==> src/rtl/flash_status_pkg.sv <==
package flash_status_pkg;
  typedef enum logic [2:0] {
    OP_IDLE      = 3'd0,
    OP_PROG      = 3'd1,
    OP_ERASE_WIN = 3'd2,
    OP_ERASING   = 3'd3,
    OP_SUSP_READ = 3'd4,
    OP_SUSP_PROG = 3'd5
  } op_e;

  localparam int BIT_POLL  = 7;
  localparam int BIT_TOG1  = 6;
  localparam int BIT_FAIL  = 5;
  localparam int BIT_TIMER = 3;
  localparam int BIT_TOG2  = 2;
endpackage

==> src/rtl/fsg_pulse_timer.sv <==
module fsg_pulse_timer
  import flash_status_pkg::*;
#(
  parameter int PULSE_LIMIT = 1000,
  localparam int CNT_W = $clog2(PULSE_LIMIT + 1)
) (
  input  logic clk_i,
  input  logic rst_ni,
  input  op_e  op_i,
  input  logic pulse_i,
  input  logic reset_cmd_i,
  output logic fail_o
);
  logic [CNT_W-1:0] cnt_q;
  logic             fail_q;
  logic             counting;

  assign counting = (op_i == OP_PROG) || (op_i == OP_ERASING) || (op_i == OP_SUSP_PROG);

  always_ff @(posedge clk_i or negedge rst_ni) begin
    if (!rst_ni) begin
      cnt_q  <= '0;
      fail_q <= 1'b0;
    end else if (reset_cmd_i) begin
      cnt_q  <= '0;
      fail_q <= 1'b0;
    end else if (op_i == OP_IDLE) begin
      cnt_q  <= '0;
    end else if (pulse_i && counting && !fail_q) begin
      if (cnt_q == CNT_W'(PULSE_LIMIT)) fail_q <= 1'b1;
      else                              cnt_q  <= cnt_q + 1'b1;
    end
  end

  assign fail_o = fail_q;
endmodule

==> src/rtl/fsg_toggle_unit.sv <==
module fsg_toggle_unit
  import flash_status_pkg::*;
(
  input  logic clk_i,
  input  logic rst_ni,
  input  logic rd_i,
  input  op_e  eff_op_i,
  input  logic sect_hit_i,
  input  logic prog_addr_i,
  output logic tog1_o,   // value including this read's flip
  output logic tog2_o
);
  logic tog1_q, tog2_q, flip1, flip2;

  always_comb begin
    flip1 = 1'b0;
    flip2 = 1'b0;
    if (rd_i) begin
      case (eff_op_i)
        OP_PROG, OP_ERASE_WIN: flip1 = 1'b1;
        OP_ERASING:            flip1 = 1'b1;
        OP_SUSP_PROG:          flip1 = prog_addr_i;
        default:               flip1 = 1'b0;
      endcase
      flip2 = sect_hit_i && ((eff_op_i == OP_ERASE_WIN) || (eff_op_i == OP_ERASING) ||
                             (eff_op_i == OP_SUSP_READ));
    end
  end

  assign tog1_o = tog1_q ^ flip1;
  assign tog2_o = tog2_q ^ flip2;

  always_ff @(posedge clk_i or negedge rst_ni) begin
    if (!rst_ni) begin
      tog1_q <= 1'b0;
      tog2_q <= 1'b0;
    end else begin
      tog1_q <= tog1_o;
      tog2_q <= tog2_o;
    end
  end
endmodule

==> src/rtl/fsg_status_mux.sv <==
module fsg_status_mux
  import flash_status_pkg::*;
(
  input  op_e        eff_op_i,
  input  logic       fail_i,
  input  logic       sect_hit_i,
  input  logic       prog_addr_i,
  input  logic       tgt_d7_i,
  input  logic       tog1_i,
  input  logic       tog2_i,
  input  logic [7:0] array_i,
  output logic [7:0] data_o
);
  logic [7:0] st;
  logic       is_stat;

  always_comb begin
    st            = '0;
    st[BIT_TOG1]  = tog1_i;
    st[BIT_FAIL]  = fail_i;
    st[BIT_TOG2]  = tog2_i;
    is_stat       = 1'b1;
    case (eff_op_i)
      OP_PROG:      st[BIT_POLL] = ~tgt_d7_i;
      OP_ERASE_WIN: st[BIT_TIMER] = 1'b0;
      OP_ERASING:   st[BIT_TIMER] = 1'b1;
      OP_SUSP_READ: begin
        is_stat       = sect_hit_i;
        st[BIT_POLL]  = 1'b1;
        st[BIT_TIMER] = 1'b1;
      end
      OP_SUSP_PROG: begin
        is_stat       = prog_addr_i;
        st[BIT_POLL]  = ~tgt_d7_i;
        st[BIT_TIMER] = 1'b1;
        st[BIT_TOG2]  = 1'b1;
      end
      default:      is_stat = 1'b0;
    endcase
    data_o = is_stat ? st : array_i;
  end
endmodule

==> src/rtl/flash_status_gen.sv <==
module flash_status_gen
  import flash_status_pkg::*;
#(
  parameter int NUM_SECT    = 8,
  parameter int PULSE_LIMIT = 1000,
  localparam int SECT_W = (NUM_SECT > 1) ? $clog2(NUM_SECT) : 1
) (
  input  logic                clk_i,
  input  logic                rst_ni,
  input  logic [2:0]          op_i,
  input  logic                rd_i,
  input  logic [SECT_W-1:0]   rd_sector_i,
  input  logic [NUM_SECT-1:0] erase_mask_i,
  input  logic                prog_addr_i,
  input  logic                tgt_d7_i,
  input  logic [7:0]          array_i,
  input  logic                pulse_i,
  input  logic                reset_cmd_i,
  output logic [7:0]          rdata_o,
  output logic                rdata_valid_o
);
  op_e        op_raw, eff_op;
  logic       fail_q, sect_hit, tog1, tog2;
  logic [7:0] mux_data, rdata_q;
  logic       valid_q;

  assign op_raw   = (op_i <= 3'd5) ? op_e'(op_i) : OP_IDLE;
  // a latched failure keeps the part answering with program status
  assign eff_op   = (fail_q && op_raw == OP_IDLE) ? OP_PROG : op_raw;
  assign sect_hit = (32'(rd_sector_i) < NUM_SECT) ? erase_mask_i[rd_sector_i] : 1'b0;

  fsg_pulse_timer #(.PULSE_LIMIT(PULSE_LIMIT)) u_timer (
    .clk_i, .rst_ni, .op_i(op_raw), .pulse_i, .reset_cmd_i, .fail_o(fail_q)
  );

  fsg_toggle_unit u_tog (
    .clk_i, .rst_ni, .rd_i, .eff_op_i(eff_op), .sect_hit_i(sect_hit),
    .prog_addr_i, .tog1_o(tog1), .tog2_o(tog2)
  );

  fsg_status_mux u_mux (
    .eff_op_i(eff_op), .fail_i(fail_q), .sect_hit_i(sect_hit), .prog_addr_i,
    .tgt_d7_i, .tog1_i(tog1), .tog2_i(tog2), .array_i, .data_o(mux_data)
  );

  always_ff @(posedge clk_i or negedge rst_ni) begin
    if (!rst_ni) begin
      rdata_q <= '0;
      valid_q <= 1'b0;
    end else begin
      valid_q <= rd_i;
      if (rd_i) rdata_q <= mux_data;
    end
  end

  assign rdata_o       = rdata_q;
  assign rdata_valid_o = valid_q;
endmodule

==> config.mk <==
export PLATFORM = sky130hd
export DESIGN_NAME = flash_status_gen
export DESIGN_NICKNAME = d
export VERILOG_FILES = /design/src/rtl/flash_status_pkg.sv /design/src/rtl/fsg_pulse_timer.sv /design/src/rtl/fsg_toggle_unit.sv /design/src/rtl/fsg_status_mux.sv /design/src/rtl/flash_status_gen.sv
export SDC_FILE = /design/constraint.sdc
export NUM_CORES = 1
export LEC_CHECK = 0
export BUFFER_PORTS_ARGS = -buffer_cell sky130_fd_sc_hd__buf_2
export CAP_MARGIN = 20
export CELL_PAD_IN_SITES_DETAIL_PLACEMENT = 0
export CELL_PAD_IN_SITES_GLOBAL_PLACEMENT = 2
export CORE_ASPECT_RATIO = 0.6
export CORE_UTILIZATION = 33
export DETAILED_ROUTE_END_ITERATION = 10
export GPL_TIMING_DRIVEN = 0
export PLACE_DENSITY_LB_ADDON = 0.1
export SLEW_MARGIN = 20
export SYNTH_ARGS = -nofsm -noshare
export SYNTH_HDL_FRONTEND = slang
export SYNTH_SLANG_ARGS = --single-unit
==> constraint.sdc <==
create_clock -name clk_i -period 4.2 [get_ports clk_i]
set_clock_uncertainty 0.05 [all_clocks]
set_input_delay 0.63 -clock clk_i [delete_from_list [all_inputs] [get_ports clk_i]]
set_output_delay 0.63 -clock clk_i [all_outputs]
set_load 0.02 [all_outputs]
Yosys cells after proc, flatten, opt, wreduce, memory -nomap -nowiden
Index checks and enable logic that the tools add are counted.
Widths: inputs -> output; s select.
{"block": "totals", "out_inout_bits": 9, "reg_bits": 22, "word_cells": 61}
{"block": "classes", "magnitude_cmp": 2, "bitwise": 3, "n_addsub": 1, "mux": 20, "eq_ne": 11, "n_reduce_logical": 18}
{"cell": "$mux 10", "n": 4}
{"cell": "$add 10x1->10 const B", "n": 1}
{"cell": "$eq 10x10->1 const B", "n": 1}
{"cell": "$eq 3x2->1 const B", "n": 3}
{"cell": "$eq 3x3->1 const B", "n": 3}
{"cell": "$mux 1", "n": 9}
{"cell": "$mux 8", "n": 1}
{"cell": "$eq 3x1->1 const B", "n": 2}
{"cell": "$mux 3", "n": 2}
{"cell": "$reduce_or 3->1", "n": 2}
{"cell": "$logic_and 1x1->1", "n": 4}
{"cell": "$logic_or 1x1->1", "n": 4}
{"cell": "$lt 3x4->1 const B", "n": 1}
{"cell": "$pmux 1 s2", "n": 2}
{"cell": "$reduce_bool 2->1", "n": 2}
{"cell": "$bmux 1 s3", "n": 1}
{"cell": "$le 3x3->1 const B", "n": 1}
{"cell": "$logic_not 3->1", "n": 1}
{"cell": "$ne 3x3->1 const B", "n": 1}
{"cell": "$pmux 1 s3", "n": 1}
{"cell": "$reduce_and 3->1", "n": 1}
{"cell": "$reduce_bool 3->1", "n": 1}
{"cell": "$ne 2x2->1 const B", "n": 1}
{"cell": "$reduce_and 2->1", "n": 1}
{"cell": "other kinds (4)", "n": 5}

Logic depth before layout (Yosys ltp)
{"block": "logic_depth", "depth_word": 13, "depth_mapped": 7}

By module
A second synthesis with hierarchy kept.
{"block": "unflattened", "hier_cells": 139, "hier_area_um2": 1386.3}
{"module": "fsg_pulse_timer", "cells_per_inst": 68, "instances": 1, "area_per_inst_um2": 623.1}
{"module": "flash_status_gen", "cells_per_inst": 31, "instances": 1, "area_per_inst_um2": 434.2}
{"module": "fsg_status_mux", "cells_per_inst": 30, "instances": 1, "area_per_inst_um2": 214.0}
{"module": "fsg_toggle_unit", "cells_per_inst": 10, "instances": 1, "area_per_inst_um2": 115.1}

Least setup slack after synthesis
No wires, ideal clock.
{"block": "synth_timing", "path_kind": "in2reg", "startpoint": "in op_i[2]", "endpoint": "reg rdata_q[2] (netlist: rdata_o[2])", "arrival_time_ps": 1651, "setup_ps": 80, "path_slack_ps": 2419, "path_stages": 5, "n_path_buf": 1, "required_time_ps": 4070, "path_cell_list": "buf_2 -> nor3b_1 -> nor2_1 -> a221o_1 -> nor3_2"}
{"block": "synth_between", "elab_chain_cells": 13, "elab_cells_between_ends": 19}
{"item": "from (decl)", "line_no": "flash_status_gen.sv:10", "rtl": "input logic [2:0] op_i,"}
{"item": "$le 3x3->1", "line_no": "flash_status_gen.sv:27", "rtl": "assign op_raw = (op_i <= 3'd5) ? op_e'(op_i) : OP_IDLE;"}
{"item": "$mux 3 (*)", "line_no": "flash_status_gen.sv:27"}
{"item": "$logic_not 3->1", "line_no": "flash_status_gen.sv:29", "rtl": "assign eff_op = (fail_q && op_raw == OP_IDLE) ? OP_PROG : op_raw;"}
{"item": "$logic_and 1x1->1", "line_no": "flash_status_gen.sv:29"}
{"item": "$mux 3 (*)", "line_no": "flash_status_gen.sv:29"}
{"item": "$eq 3x2->1", "line_no": "fsg_toggle_unit.sv:25, fsg_status_mux.sv:23"}
{"item": "$logic_or 1x1->1 (2 in a row)", "line_no": "fsg_toggle_unit.sv:25", "rtl": "flip2 = sect_hit_i && ((eff_op_i == OP_ERASE_WIN) || (eff_op_i == OP_ERASING) ||"}
{"item": "$logic_and 1x1->1", "line_no": "fsg_toggle_unit.sv:25"}
{"item": "$mux 1", "line_no": "fsg_toggle_unit.sv:18", "rtl": "if (rd_i) begin"}
{"item": "$xor 1x1->1", "line_no": "fsg_toggle_unit.sv:31", "rtl": "assign tog2_o = tog2_q ^ flip2;"}
{"item": "$mux 1", "line_no": "fsg_status_mux.sv:23", "rtl": "case (eff_op_i)"}
{"item": "$mux 8 (*)", "line_no": "fsg_status_mux.sv:40", "rtl": "data_o = is_stat ? st : array_i;"}
{"item": "to (signal assigned)", "line_no": "flash_status_gen.sv:52", "rtl": "if (rd_i) rdata_q <= mux_data;"}
{"item": "to (decl)", "line_no": "flash_status_gen.sv:24", "rtl": "logic [7:0] mux_data, rdata_q;"}
Mark *: on every way between the ends. The rest lies on a longest branch, timed or not.
A chain may end at the register's enable or synchronous reset.

Worst setup path in the final report
{"block": "layout_timing", "startpoint": "in op_i[0]", "endpoint": "reg rdata_q[2] (netlist: rdata_o[2])"}
The elaborated chain is that of the path after synthesis.

==> metrics.md <==
| Metric | Value |
|---|---|
| Post-route DRC | 0 |
| Pleak | 0.766 nW |
| Fin nets | 229 |
| Flops & latches, synth | 22 |
| Synth area leaders | dfrtp_1 (38%), a21oi_1 (4.8%), nor2_1 (4.4%) |
| Clk root buf | clkbuf_8 |
| Measured slew at the worst slew-check pin | 0.538 ns |
| Worst Hold Class | input port to asynchronous set/reset pin |
| First-pass GRT wire length | 5.66 mm |
| Worst setup EP type | flip-flop |
| Fin crit share | 0.430 |
| Switch Pwr | 0.173 mW |
| Final setup viols | 0 |
| Placed insts | 253 |
| Largest net degree at the start of global routing | 23 |
| Via density per instance | 5.11 |
| Post-CTS Hold Buffers | 0 |
| EDFF count, synth | 0 |
| Max Buffers Root-to-Sink | 2 |
| Final hold vios | 0 |
| GRT Total Usage | 0.163 |
| Clk slew on worst S/H paths | 0.08 ns |
| Num CTS Buffers | 3 |
| Fmax | 554 MHz |
| Post-Route Utilization | 0.421 |
| RSZ-0062 raised after global routing | false |
| Dpl hpwl | 2.67 mm |
| Die W | 87.6 um |
| Resize count post-CTS | 0 |
| Flop pwr share | 0.459 |
| Switching Share | 0.313 |
| Worst r2r src | u_timer.cnt_q[0]$_DFFE_PN0P_ |
| Mapped Area | 0.00145 mm2 |
| Crit path from | op_i[0] |
| Pwr dens | 316 mW/mm2 |
| Synth area leader | dfrtp_1 |
| Top cells by count, synth | dfrtp_1 (22), nor2_1 (17), a21oi_1 (14), nand2_1 (9), o21ai_0 (8) |
| Die H | 53.4 um |
| Initial antenna violation count | 0 |
| Cells on worst reg2reg path | 7 |
| Most common cell in the netlist | dfrtp_1 |
| Critical Path Fanout Max | 8 |
| WS Path Type | input port to flip-flop |
| Mean routed wirelength per cell | 13.6 um |
| Row count | 18 |
| Post-Route WL | 3.49 mm |
| Number of setup buffers added after CTS | 0 |
| Async set-reset flop share out of synthesis | 1.00 |
| DR vias | 1314 |
| Distinct cells, synth | 51 |
| TNS Setup | 0 ns |
| Top cell type's share of synthesized area | 0.380 |
| Worst setup endpoint | rdata_o[2]$_DFFE_PN0P_ |
| Final Wtd Congestion | 0.830 |
| Final min period | 1.81 ns |
| First DRT Iteration DRCs | 65 |
| Layout area overhead | 21.1% |
| CP Data Required Time | 4.29 ns |
| Clk pwr share | 0.280 |
| Pre-antenna DRT Iters | 4 |
| Logic pwr share | 0.261 |
| R2R Path End | u_timer.cnt_q[1]$_DFFE_PN0P_ |
| Final-layout fill cell count | 428 |
| Syn Area/Cell | 9.18 um2 |
| Crit path arrival time | 1.90 ns |
| Clk_lat worst skew | 0.26 ns |
| Final ANT Viol Nets | 0 |
| Area occupied by registers | 551 um2 |
| Synth Warn # | 0 |
| Num ports | 38 |
| Core Footprint | 0.00417 mm2 |
| Synth Flop Type | dfrtp_1 |
| Area of the multi-input gates | 825 um2 |
| Max-cap violation count | 0 |
| Syn_nets | 189 |
| Fin cells | 257 |
| R2r setup slk | 2.58 ns |
| Total global routing overflow | 0 |
| CP startpoint kind | input port |
| IO buf count | 35 |
| Ant diodes | 0 |
| Clock sinks | 22 |
| P_int | 0.381 mW |
| Outcome | finished, final reports clean |
| Register area share after synthesis | 0.380 |
| Max-slew violation count | 0 |
| H-Tree Depth | 1 |
| Die Area | 0.00467 mm2 |
| Slew headroom | 0.640 |
| Initial core utilization | 0.348 |
| Max IR drop VDD | 0.167 mV |
| Gate Count Post-Synth | 158 |
| Share of cells above drive strength 1 | 0.294 |
| CTS tree | built |
| Vias in the first global route | 1163 |
-- how the worst min path moves through the flow --
stage,slack [ns],to,cells after the start
2_1_floorplan,0.28,rdata_o[0]$_DFFE_PN0P_,0
3_3_place_gp,0.42,rdata_o[0]$_DFFE_PN0P_,1
3_5_place_dp,0.43,rdata_o[4]$_DFFE_PN0P_,1
4_1_cts,0.30,rdata_o[7]$_DFFE_PN0P_,1
5_1_grt,0.32,u_tog.tog2_q$_DFF_PN0_,1
6_report,0.28,u_timer.cnt_q[8]$_DFFE_PN0P_,1
-- placed cells by master (no fill, tap or decap), drive strengths merged, types with 3 or more instances in the layout --
cell type	instances
inv	7
nand2	10
dfrtp	22
nand4	5
xor2	4
nand3	5
clkbuf	5
o2bb2ai	3
nor2	17
or3	4
o21ai	9
xnor2	3
and2	3
nor3	5
mux2i	4
buf	41
a211oi	3
a21oi	16
-- final cells by class --
cell class                      instances  area share
Tap cell                               60      0.0428
Clock buffer                            4      0.0314
Timing Repair Buffer                   35      0.0998
Buffer                                  7      0.0278
Multi-Input combinational cell        122       0.470
Sequential cell                        22       0.314
Inverter                                7      0.0150
-- power by group through the flow --
stage / sequential, mW / clock (mW) / combinational (mW)
6_report: 0.255 / 0.156 / 0.145
5_1_grt: 0.257 / 0.171 / 0.160
4_1_cts: 0.255 / 0.162 / 0.147
3_5_place_dp: 0.259 / 0 / 0.146
3_3_place_gp: 0.259 / 0 / 0.143
2_1_floorplan: 0.272 / 0 / 0.0807
-- state kept, by name, indices dropped and copies added (netlist names) --
| name | flops |
|---|---|
| u_timer.cnt_q | 10 |
| rdata_o | 8 |
| rdata_valid_o | 1 |
| u_timer.fail_o | 1 |
| u_tog.tog1_q | 1 |
| u_tog.tog2_q | 1 |
-- cell families after synthesis --
kind of cell	synth area share
AND/OR/NAND/NOR	0.259
AO/OA/AOI/OAI	0.223
flip-flops	0.380
buffers and inverters	0.0518
XOR/XNOR	0.0423
multiplexers	0.0276
adder cells (fa/ha/maj)	0.0173
-- layer usage --
metal,track usage,routed length [um],vias up,part of all wire
li1,-,-,655,-
met2,0.250,1520,31,0.44
met3,0.0437,162,5,0.046
met4,0.0328,21,0,0.0060
met5,0,0,-,0
met1,0.230,1780,623,0.51
-- critical path, stage by stage --
cell,delay (ns)
buf_2,0.15
or2_1,0.24
buf_6,0.14
a21o_1,0.18
a2111oi_2,0.47
nor3_2,0.09
-- through the flow --
| step | total power, mW | worst slack [ns] | cell area, um2 | hold slack [ns] |
|---|---|---|---|---|
| final | 0.555 | 2.39 | 1760 | 0.281 |
| after global routing | 0.589 | 2.36 | 1760 | 0.316 |
| after CTS | 0.564 | 2.41 | 1760 | 0.300 |
| after detailed placement | 0.405 | 2.12 | 1700 | 0.425 |
| after global placement | 0.402 | 2.10 | 1700 | 0.420 |
| after floorplan | 0.352 | 2.42 | 1450 | 0.284 |
Note: power is estimated with default switching activity, not from simulation.
